**src/rtl/bfu_pkg.sv**
```systemverilog
package bfu_pkg;

    localparam int WORD_W = 32;
    localparam int LANE_W = 8;

    typedef enum logic [3:0] {
        OP_ROTL   = 4'd0,
        OP_MASK   = 4'd1,
        OP_EXP1   = 4'd2,
        OP_EXP2   = 4'd3,
        OP_EXP4   = 4'd4,
        OP_LONE   = 4'd5,
        OP_RONE   = 4'd6,
        OP_LCHG   = 4'd7,
        OP_RCHG   = 4'd8,
        OP_ADD    = 4'd9,
        OP_ADD4X8 = 4'd10
    } bfu_op_e;

    typedef struct packed {
        logic [WORD_W-1:0] value;
        logic              none;
    } bfu_out_t;

    function automatic logic is_search(input bfu_op_e op);
        return (op == OP_LONE) || (op == OP_RONE) || (op == OP_LCHG) || (op == OP_RCHG);
    endfunction

    function automatic logic is_change(input bfu_op_e op);
        return (op == OP_LCHG) || (op == OP_RCHG);
    endfunction

endpackage

```
**src/rtl/bfu_rotmask.sv**
```systemverilog
module bfu_rotmask #(
    parameter int W  = 32,
    parameter int SW = $clog2(W)
) (
    input  logic [W-1:0]  a,
    input  logic [SW-1:0] amt,
    output logic [W-1:0]  rot,
    output logic [W-1:0]  mask
);
    logic [2*W-1:0] dbl;

    assign dbl = {a, a} << amt;
    assign rot = dbl[2*W-1:W];

    for (genvar g = 0; g < W; g++) begin : g_mask
        assign mask[g] = (amt > SW'(g));
    end
endmodule

```
**src/rtl/bfu_expand.sv**
```systemverilog
module bfu_expand #(
    parameter int W = 32
) (
    input  logic [W-1:0] a,
    input  logic [1:0]   fsel,
    output logic [W-1:0] y
);
    for (genvar g = 0; g < W; g++) begin : g_rep
        assign y[g] = (fsel == 2'd0) ? a[0]
                    : (fsel == 2'd1) ? a[g % 2]
                    :                  a[g % 4];
    end
endmodule

```
**src/rtl/bfu_detect.sv**
```systemverilog
module bfu_detect #(
    parameter int W  = 32,
    parameter int PW = $clog2(W) + 1
) (
    input  logic [W-1:0]  vec,
    input  logic          from_left,
    output logic [PW-1:0] pos,
    output logic          found
);
    always_comb begin
        pos   = PW'(W);
        found = 1'b0;
        if (from_left) begin
            for (int i = 0; i < W; i++) begin
                if (vec[i]) begin
                    pos   = PW'(i);
                    found = 1'b1;
                end
            end
        end else begin
            for (int i = W - 1; i >= 0; i--) begin
                if (vec[i]) begin
                    pos   = PW'(i);
                    found = 1'b1;
                end
            end
        end
    end
endmodule

```
**src/rtl/bfu_addsplit.sv**
```systemverilog
module bfu_addsplit #(
    parameter int W  = 32,
    parameter int LW = 8,
    parameter int NL = W / LW
) (
    input  logic [W-1:0] a,
    input  logic [W-1:0] b,
    input  logic         split,
    output logic [W-1:0] sum
);
    logic [NL-1:0] cin;

    assign cin[0] = 1'b0;

    for (genvar k = 0; k < NL; k++) begin : g_lane
        if (k < NL - 1) begin : g_mid
            logic [LW:0] s;
            assign s = {1'b0, a[k*LW +: LW]} + {1'b0, b[k*LW +: LW]} + {{LW{1'b0}}, cin[k]};
            assign sum[k*LW +: LW] = s[LW-1:0];
            assign cin[k+1] = s[LW] & ~split;
        end else begin : g_top
            assign sum[k*LW +: LW] = a[k*LW +: LW] + b[k*LW +: LW] + {{(LW-1){1'b0}}, cin[k]};
        end
    end
endmodule

```
**src/rtl/bfu_top.sv**
```systemverilog
module bfu_top
    import bfu_pkg::*;
#(
    parameter  int W  = WORD_W,
    localparam int SW = $clog2(W),
    localparam int PW = SW + 1
) (
    input  logic          clk,
    input  logic          rst,
    input  logic          req_valid,
    input  logic [3:0]    opcode,
    input  logic [W-1:0]  opa,
    input  logic [W-1:0]  opb,
    input  logic [SW-1:0] amt,
    output logic          res_valid,
    output logic [W-1:0]  result,
    output logic          not_found
);
    bfu_op_e       op;
    logic [W-1:0]  rot_y, mask_y, exp_y, add_y, det_vec, chg_vec;
    logic [1:0]    fsel;
    logic [PW-1:0] det_pos;
    logic          det_found;
    bfu_out_t      nxt, out_q;

    assign op      = bfu_op_e'(opcode);
    assign chg_vec = {opa[W-1:1] ^ opa[W-2:0], 1'b0};
    assign det_vec = is_change(op) ? chg_vec : opa;
    assign fsel    = (op == OP_EXP1) ? 2'd0 : (op == OP_EXP2) ? 2'd1 : 2'd2;

    bfu_rotmask #(.W(W), .SW(SW)) u_rotmask (
        .a(opa), .amt(amt), .rot(rot_y), .mask(mask_y)
    );

    bfu_expand #(.W(W)) u_expand (
        .a(opa), .fsel(fsel), .y(exp_y)
    );

    bfu_detect #(.W(W), .PW(PW)) u_detect (
        .vec(det_vec), .from_left((op == OP_LONE) || (op == OP_LCHG)),
        .pos(det_pos), .found(det_found)
    );

    bfu_addsplit #(.W(W), .LW(LANE_W)) u_add (
        .a(opa), .b(opb), .split(op == OP_ADD4X8), .sum(add_y)
    );

    always_comb begin
        nxt = '0;
        case (op)
            OP_ROTL:                   nxt.value = rot_y;
            OP_MASK:                   nxt.value = mask_y;
            OP_EXP1, OP_EXP2, OP_EXP4: nxt.value = exp_y;
            OP_LONE, OP_RONE,
            OP_LCHG, OP_RCHG: begin
                nxt.value = {{(W-PW){1'b0}}, det_pos};
                nxt.none  = ~det_found;
            end
            OP_ADD, OP_ADD4X8:         nxt.value = add_y;
            default:                   nxt = '0;
        endcase
    end

    always_ff @(posedge clk) begin
        if (rst) begin
            res_valid <= 1'b0;
            out_q     <= '0;
        end else begin
            res_valid <= req_valid;
            if (req_valid) out_q <= nxt;
        end
    end

    assign result    = out_q.value;
    assign not_found = out_q.none;


    valid_lat_chk: assert property (@(posedge clk) disable iff (rst)
        !$past(rst) |-> (res_valid == $past(req_valid)));


    none_value_chk: assert property (@(posedge clk) disable iff (rst)
        (res_valid && not_found) |-> (result == W'(W)));


    mask_form_chk: assert property (@(posedge clk) disable iff (rst)
        (res_valid && $past(opcode) == OP_MASK) |->
        (($countones(result) == int'($past(amt))) && ((result & (result + 1'b1)) == '0)));


    rot_pop_chk: assert property (@(posedge clk) disable iff (rst)
        (res_valid && $past(opcode) == OP_ROTL) |->
        ($countones(result) == $countones($past(opa))));


    lane0_chk: assert property (@(posedge clk) disable iff (rst)
        (res_valid && $past(opcode) == OP_ADD4X8) |->
        (result[LANE_W-1:0] == LANE_W'($past(opa[LANE_W-1:0]) + $past(opb[LANE_W-1:0]))));


    lone_bit_chk: assert property (@(posedge clk) disable iff (rst)
        (res_valid && $past(opcode) == OP_LONE && !not_found) |->
        ((($past(opa) >> result[SW-1:0]) & W'(1)) != '0));
endmodule

```
**config.mk**
```make
export PLATFORM = sky130hd
export DESIGN_NAME = bfu_top
export DESIGN_NICKNAME = d
export VERILOG_FILES = /design/src/rtl/bfu_pkg.sv /design/src/rtl/bfu_rotmask.sv /design/src/rtl/bfu_expand.sv /design/src/rtl/bfu_detect.sv /design/src/rtl/bfu_addsplit.sv /design/src/rtl/bfu_top.sv
export SDC_FILE = /design/constraint.sdc
export NUM_CORES = 1
export LEC_CHECK = 0
export BUFFER_PORTS_ARGS = -buffer_cell sky130_fd_sc_hd__buf_2
export CORE_MARGIN = 2
export CORE_UTILIZATION = 30
export DETAILED_ROUTE_END_ITERATION = 16
export PLACE_DENSITY = 0.55
export SETUP_SLACK_MARGIN = 0.5
export SYNTH_ARGS = -nofsm -noshare
export SYNTH_HDL_FRONTEND = slang
export SYNTH_SLANG_ARGS = --single-unit
```
**constraint.sdc**
```tcl
create_clock -name clk -period 20.3 [get_ports clk]
set_input_delay 3.045 -clock clk [delete_from_list [all_inputs] [get_ports clk]]
set_output_delay 3.045 -clock clk [all_outputs]
set_load 0.1 [all_outputs]
```
==> results.py <==
metrics = {
    "die": {
        "die_w_um": 160.2,
        "fp.dieH_um": 160.2,
        "design.core.area_um2": 24110,
        "start_util_pct": 30.37,
        "io_pins": 110,
        "row_count": 57,
        "die_area_um2": 25670,
    },
    "clock_tree": {
        "numCtsBuffers": 5,
        "cts_max_level": 2,
        "post_cts_buffers": 0,
        "cts_tree": "yes",
        "clk_latency_ps": 280,
        "ctsResizeCount": 0,
        "clock_sinks": 34,
        "cts.clk_slew.worst_paths_ps": 50,
        "clockRootBuffer": "clkbuf_16",
        "clockBufferDepth": 2,
        "ctsHoldBuffers": 0,
    },
    "grt": {
        "antenna_found_initial": 1,
        "grt_remaining_overflow": 0,
        "track_usage_pct": 21.07,
        "first_global_vias": 7281,
        "grt_max_degree": 53,
        "grt_pass1_wl_um": 42660,
    },
    "sta": {
        "rsz0062_at_grt": "false",
        "finalMaxSlewViolations": 0,
        "hold_viol": 0,
        "setup_viol": 0,
        "clock_skew_ps": 0,
        "finalHoldWorstSlack_ps": 468.8,
        "min_period_over_period_pct": 50.57,
        "slew_headroom_pct": 24.18,
        "fmax_mhz": 97.41,
        "tns_ps": 0,
        "tightestPinTransition_ps": 1137,
        "layout_min_cycle_time_ps": 10270,
    },
    "synthesis": {
        "synth_seq_cells": 34,
        "synth.net_count": 1073,
        "synth_cell_types": 80,
        "yosys.area.top_type": "mux4_2",
        "ys.warnings.count": 0,
        "synth_edf_count": 0,
        "avgSynthCellArea_um2": 7.610,
        "synthTopCellsByArea": "mux4_2 10%, dfxtp_1 9.3%, mux2i_1 8.6%",
        "synth_top_area_share_pct": 10.46,
        "syn_area_um2": 7321,
        "ys_seq_area_share_pct": 9.298,
        "syn-instance-count": 962,
        "yosys_most_used_dff": "dfxtp_1",
        "async_flop_share_pct": 0,
    },
    "worst_setup_path": {
        "cp_max_fo": 14,
        "reg2reg_to": "result[1]$_SDFFE_PP0P_",
        "crit_family": "adder cells",
        "critical_path_class": "primary input to register",
        "arrival_ps": 10400,
        "r2r_slack_ps": 18940,
        "crit_buf_inv": 5,
        "r2r_start": "result[1]$_SDFFE_PP0P_",
        "critical_path_required_ps": 20430,
        "crit_slowest_cell": "fa_1",
        "ff2ff_path_depth": 6,
        "worst_path_most_repeated_cell": "a21oi_1",
        "crit_path_end_kind": "register",
        "startpoint_type": "primary input",
        "cpPeakStageDelay_ps": 520,
    },
    "final_layout": {
        "nets": 1101,
        "most-common-layout-cells": "109 x buf_2, 89 x a21oi_1, 87 x nor2_1",
        "mostFrequentLayoutCell": "buf_2",
        "drive_gt1_share_pct": 22.50,
        "areaGrowthSynthToFinish_pct": 10.63,
        "num_antenna_cells": 0,
        "stdcell_area_um2": 8099,
        "utilization_pct": 33.60,
        "fill_cells": 2660,
    },
    "route": {
        "vias_per_cell": 6.055,
        "vias": 7962,
        "drc": 0,
        "drtIter0Drc": 673,
        "first_pass_iters": 7,
        "wire_per_inst_um": 21.51,
        "drtAntennaViolNets": 0,
        "routed_wl_um": 28290,
    },
    "placed_design": {
        "hpwl_um": 21530,
        "io_buffers": 109,
        "place_area_um2": 7933,
        "place_congestion": 0.9035,
    },
    "power": {
        "power_leakage_nw": 3.180,
        "max-vdd-ir-drop_mv": 0.04575,
        "seq_power_share_pct": 19.7,
        "power_switching_share_pct": 44.26,
        "power_density_nw_per_um2": 44.46,
        "power_mw": 0.3601,
        "p_int_mw": 0.2007,
        "comb_power_share_pct": 56.6,
        "p_switching_mw": 0.1594,
        "pwr-share-clk_pct": 23.8,
    },
    "min_path": {
        "worstHoldEndpoint": "result[22]$_SDFFE_PP0P_",
        "min-delay-start": "result[22]$_SDFFE_PP0P_",
        "hp-class": "register to register",
        "hold_depth": 2,
    },
    "status": {
        "outcome": "complete, no violations",
    },
    "job": {
        "max_cap_violations": 0,
    },
}
==> cells by family after synthesis <==
logic type | synth area share, %
adders and majority gates | 6.700
buffers and inverters | 8.084
DFF | 9.298
muxes | 25.53
and+or+nand+nor | 16.34
xor gates and xnor gates | 3.469
AOI/OAI and AO/OA | 30.58
==> worst min-delay path: stages (launching register included) <==
cell and delay, ps:
dfxtp_1 300, inv_1 40, o32ai_1 70
==> cell type report <==
type	instances	area (um2)	share of cell area [%]
Multi-Input combinational cell	784	6061	74.83
Sequential cell	34	680.7	8.404
Timing Repair Buffer	117	605.6	7.477
Tap cell	324	405.4	5.005
Inverter	48	180.2	2.225
Clock buffer	6	128.9	1.591
Clock inverter	2	37.54	0.4635
==> worst max path at each step <==
| stage | startpoint | end | slack, ps | cells past startpoint |
|---|---|---|---|---|
| floorplan | opa[0] | result[30]$_SDFFE_PP0P_ | 11060 | 42 |
| detailed placement | opa[0] | result[30]$_SDFFE_PP0P_ | 9870 | 43 |
| CTS | opa[0] | result[30]$_SDFFE_PP0P_ | 10110 | 43 |
| finish | opa[0] | result[30]$_SDFFE_PP0P_ | 10030 | 43 |
| global route | opa[0] | result[30]$_SDFFE_PP0P_ | 9460 | 43 |
| global placement | opa[0] | result[30]$_SDFFE_PP0P_ | 10060 | 43 |
==> power groups by stage <==
stage	Sequential [mW]	Combinational, mW	Clock (mW)
2_1_floorplan	0.0915	0.125	0
3_3_place_gp	0.0723	0.199	0
3_5_place_dp	0.0723	0.199	0
4_1_cts	0.0709	0.201	0.0873
5_1_grt	0.0711	0.218	0.0900
6_report	0.0709	0.204	0.0855
==> routing by layer <==
metal | global-route usage [%] | wire length [um] | up-vias
li1 | - | - | 3707
met1 | 30.43 | 12860 | 3857
met2 | 33.69 | 12830 | 366
met3 | 3.247 | 2144 | 32
met4 | 3.358 | 459 | 0
met5 | 0 | 0 | -
==> registers in the layout, indices dropped and copies added, names as in the netlist <==
name	flops
result	32
not_found	1
res_valid	1
==> synth_stat cells (10+ instances only) <==
| cell type | count |
|---|---|
| a21oi_1 | 89 |
| nor2_1 | 87 |
| clkbuf_1 | 71 |
| nand2_1 | 67 |
| o21ai_0 | 64 |
| mux2i_1 | 63 |
| inv_1 | 47 |
| mux2_2 | 42 |
| dfxtp_1 | 34 |
| mux4_2 | 34 |
| ha_1 | 28 |
| nor2b_1 | 19 |
| a31oi_1 | 17 |
| xnor2_1 | 17 |
| o32ai_1 | 16 |
| a211oi_1 | 14 |
| a221oi_1 | 13 |
| xor2_1 | 12 |
| buf_2 | 11 |
| a21o_1 | 10 |
| and2_1 | 10 |
| o22ai_1 | 10 |
==> stage by stage <==
stage / cells / worst slack (ps)
after global placement: 1307 / 10060
after detailed placement: 1307 / 9869
final: 1315 / 10030
after CTS: 1315 / 10110
after global routing: 1315 / 9463
after floorplan: 962 / 11060
Note: power is estimated with default switching activity, not from simulation.
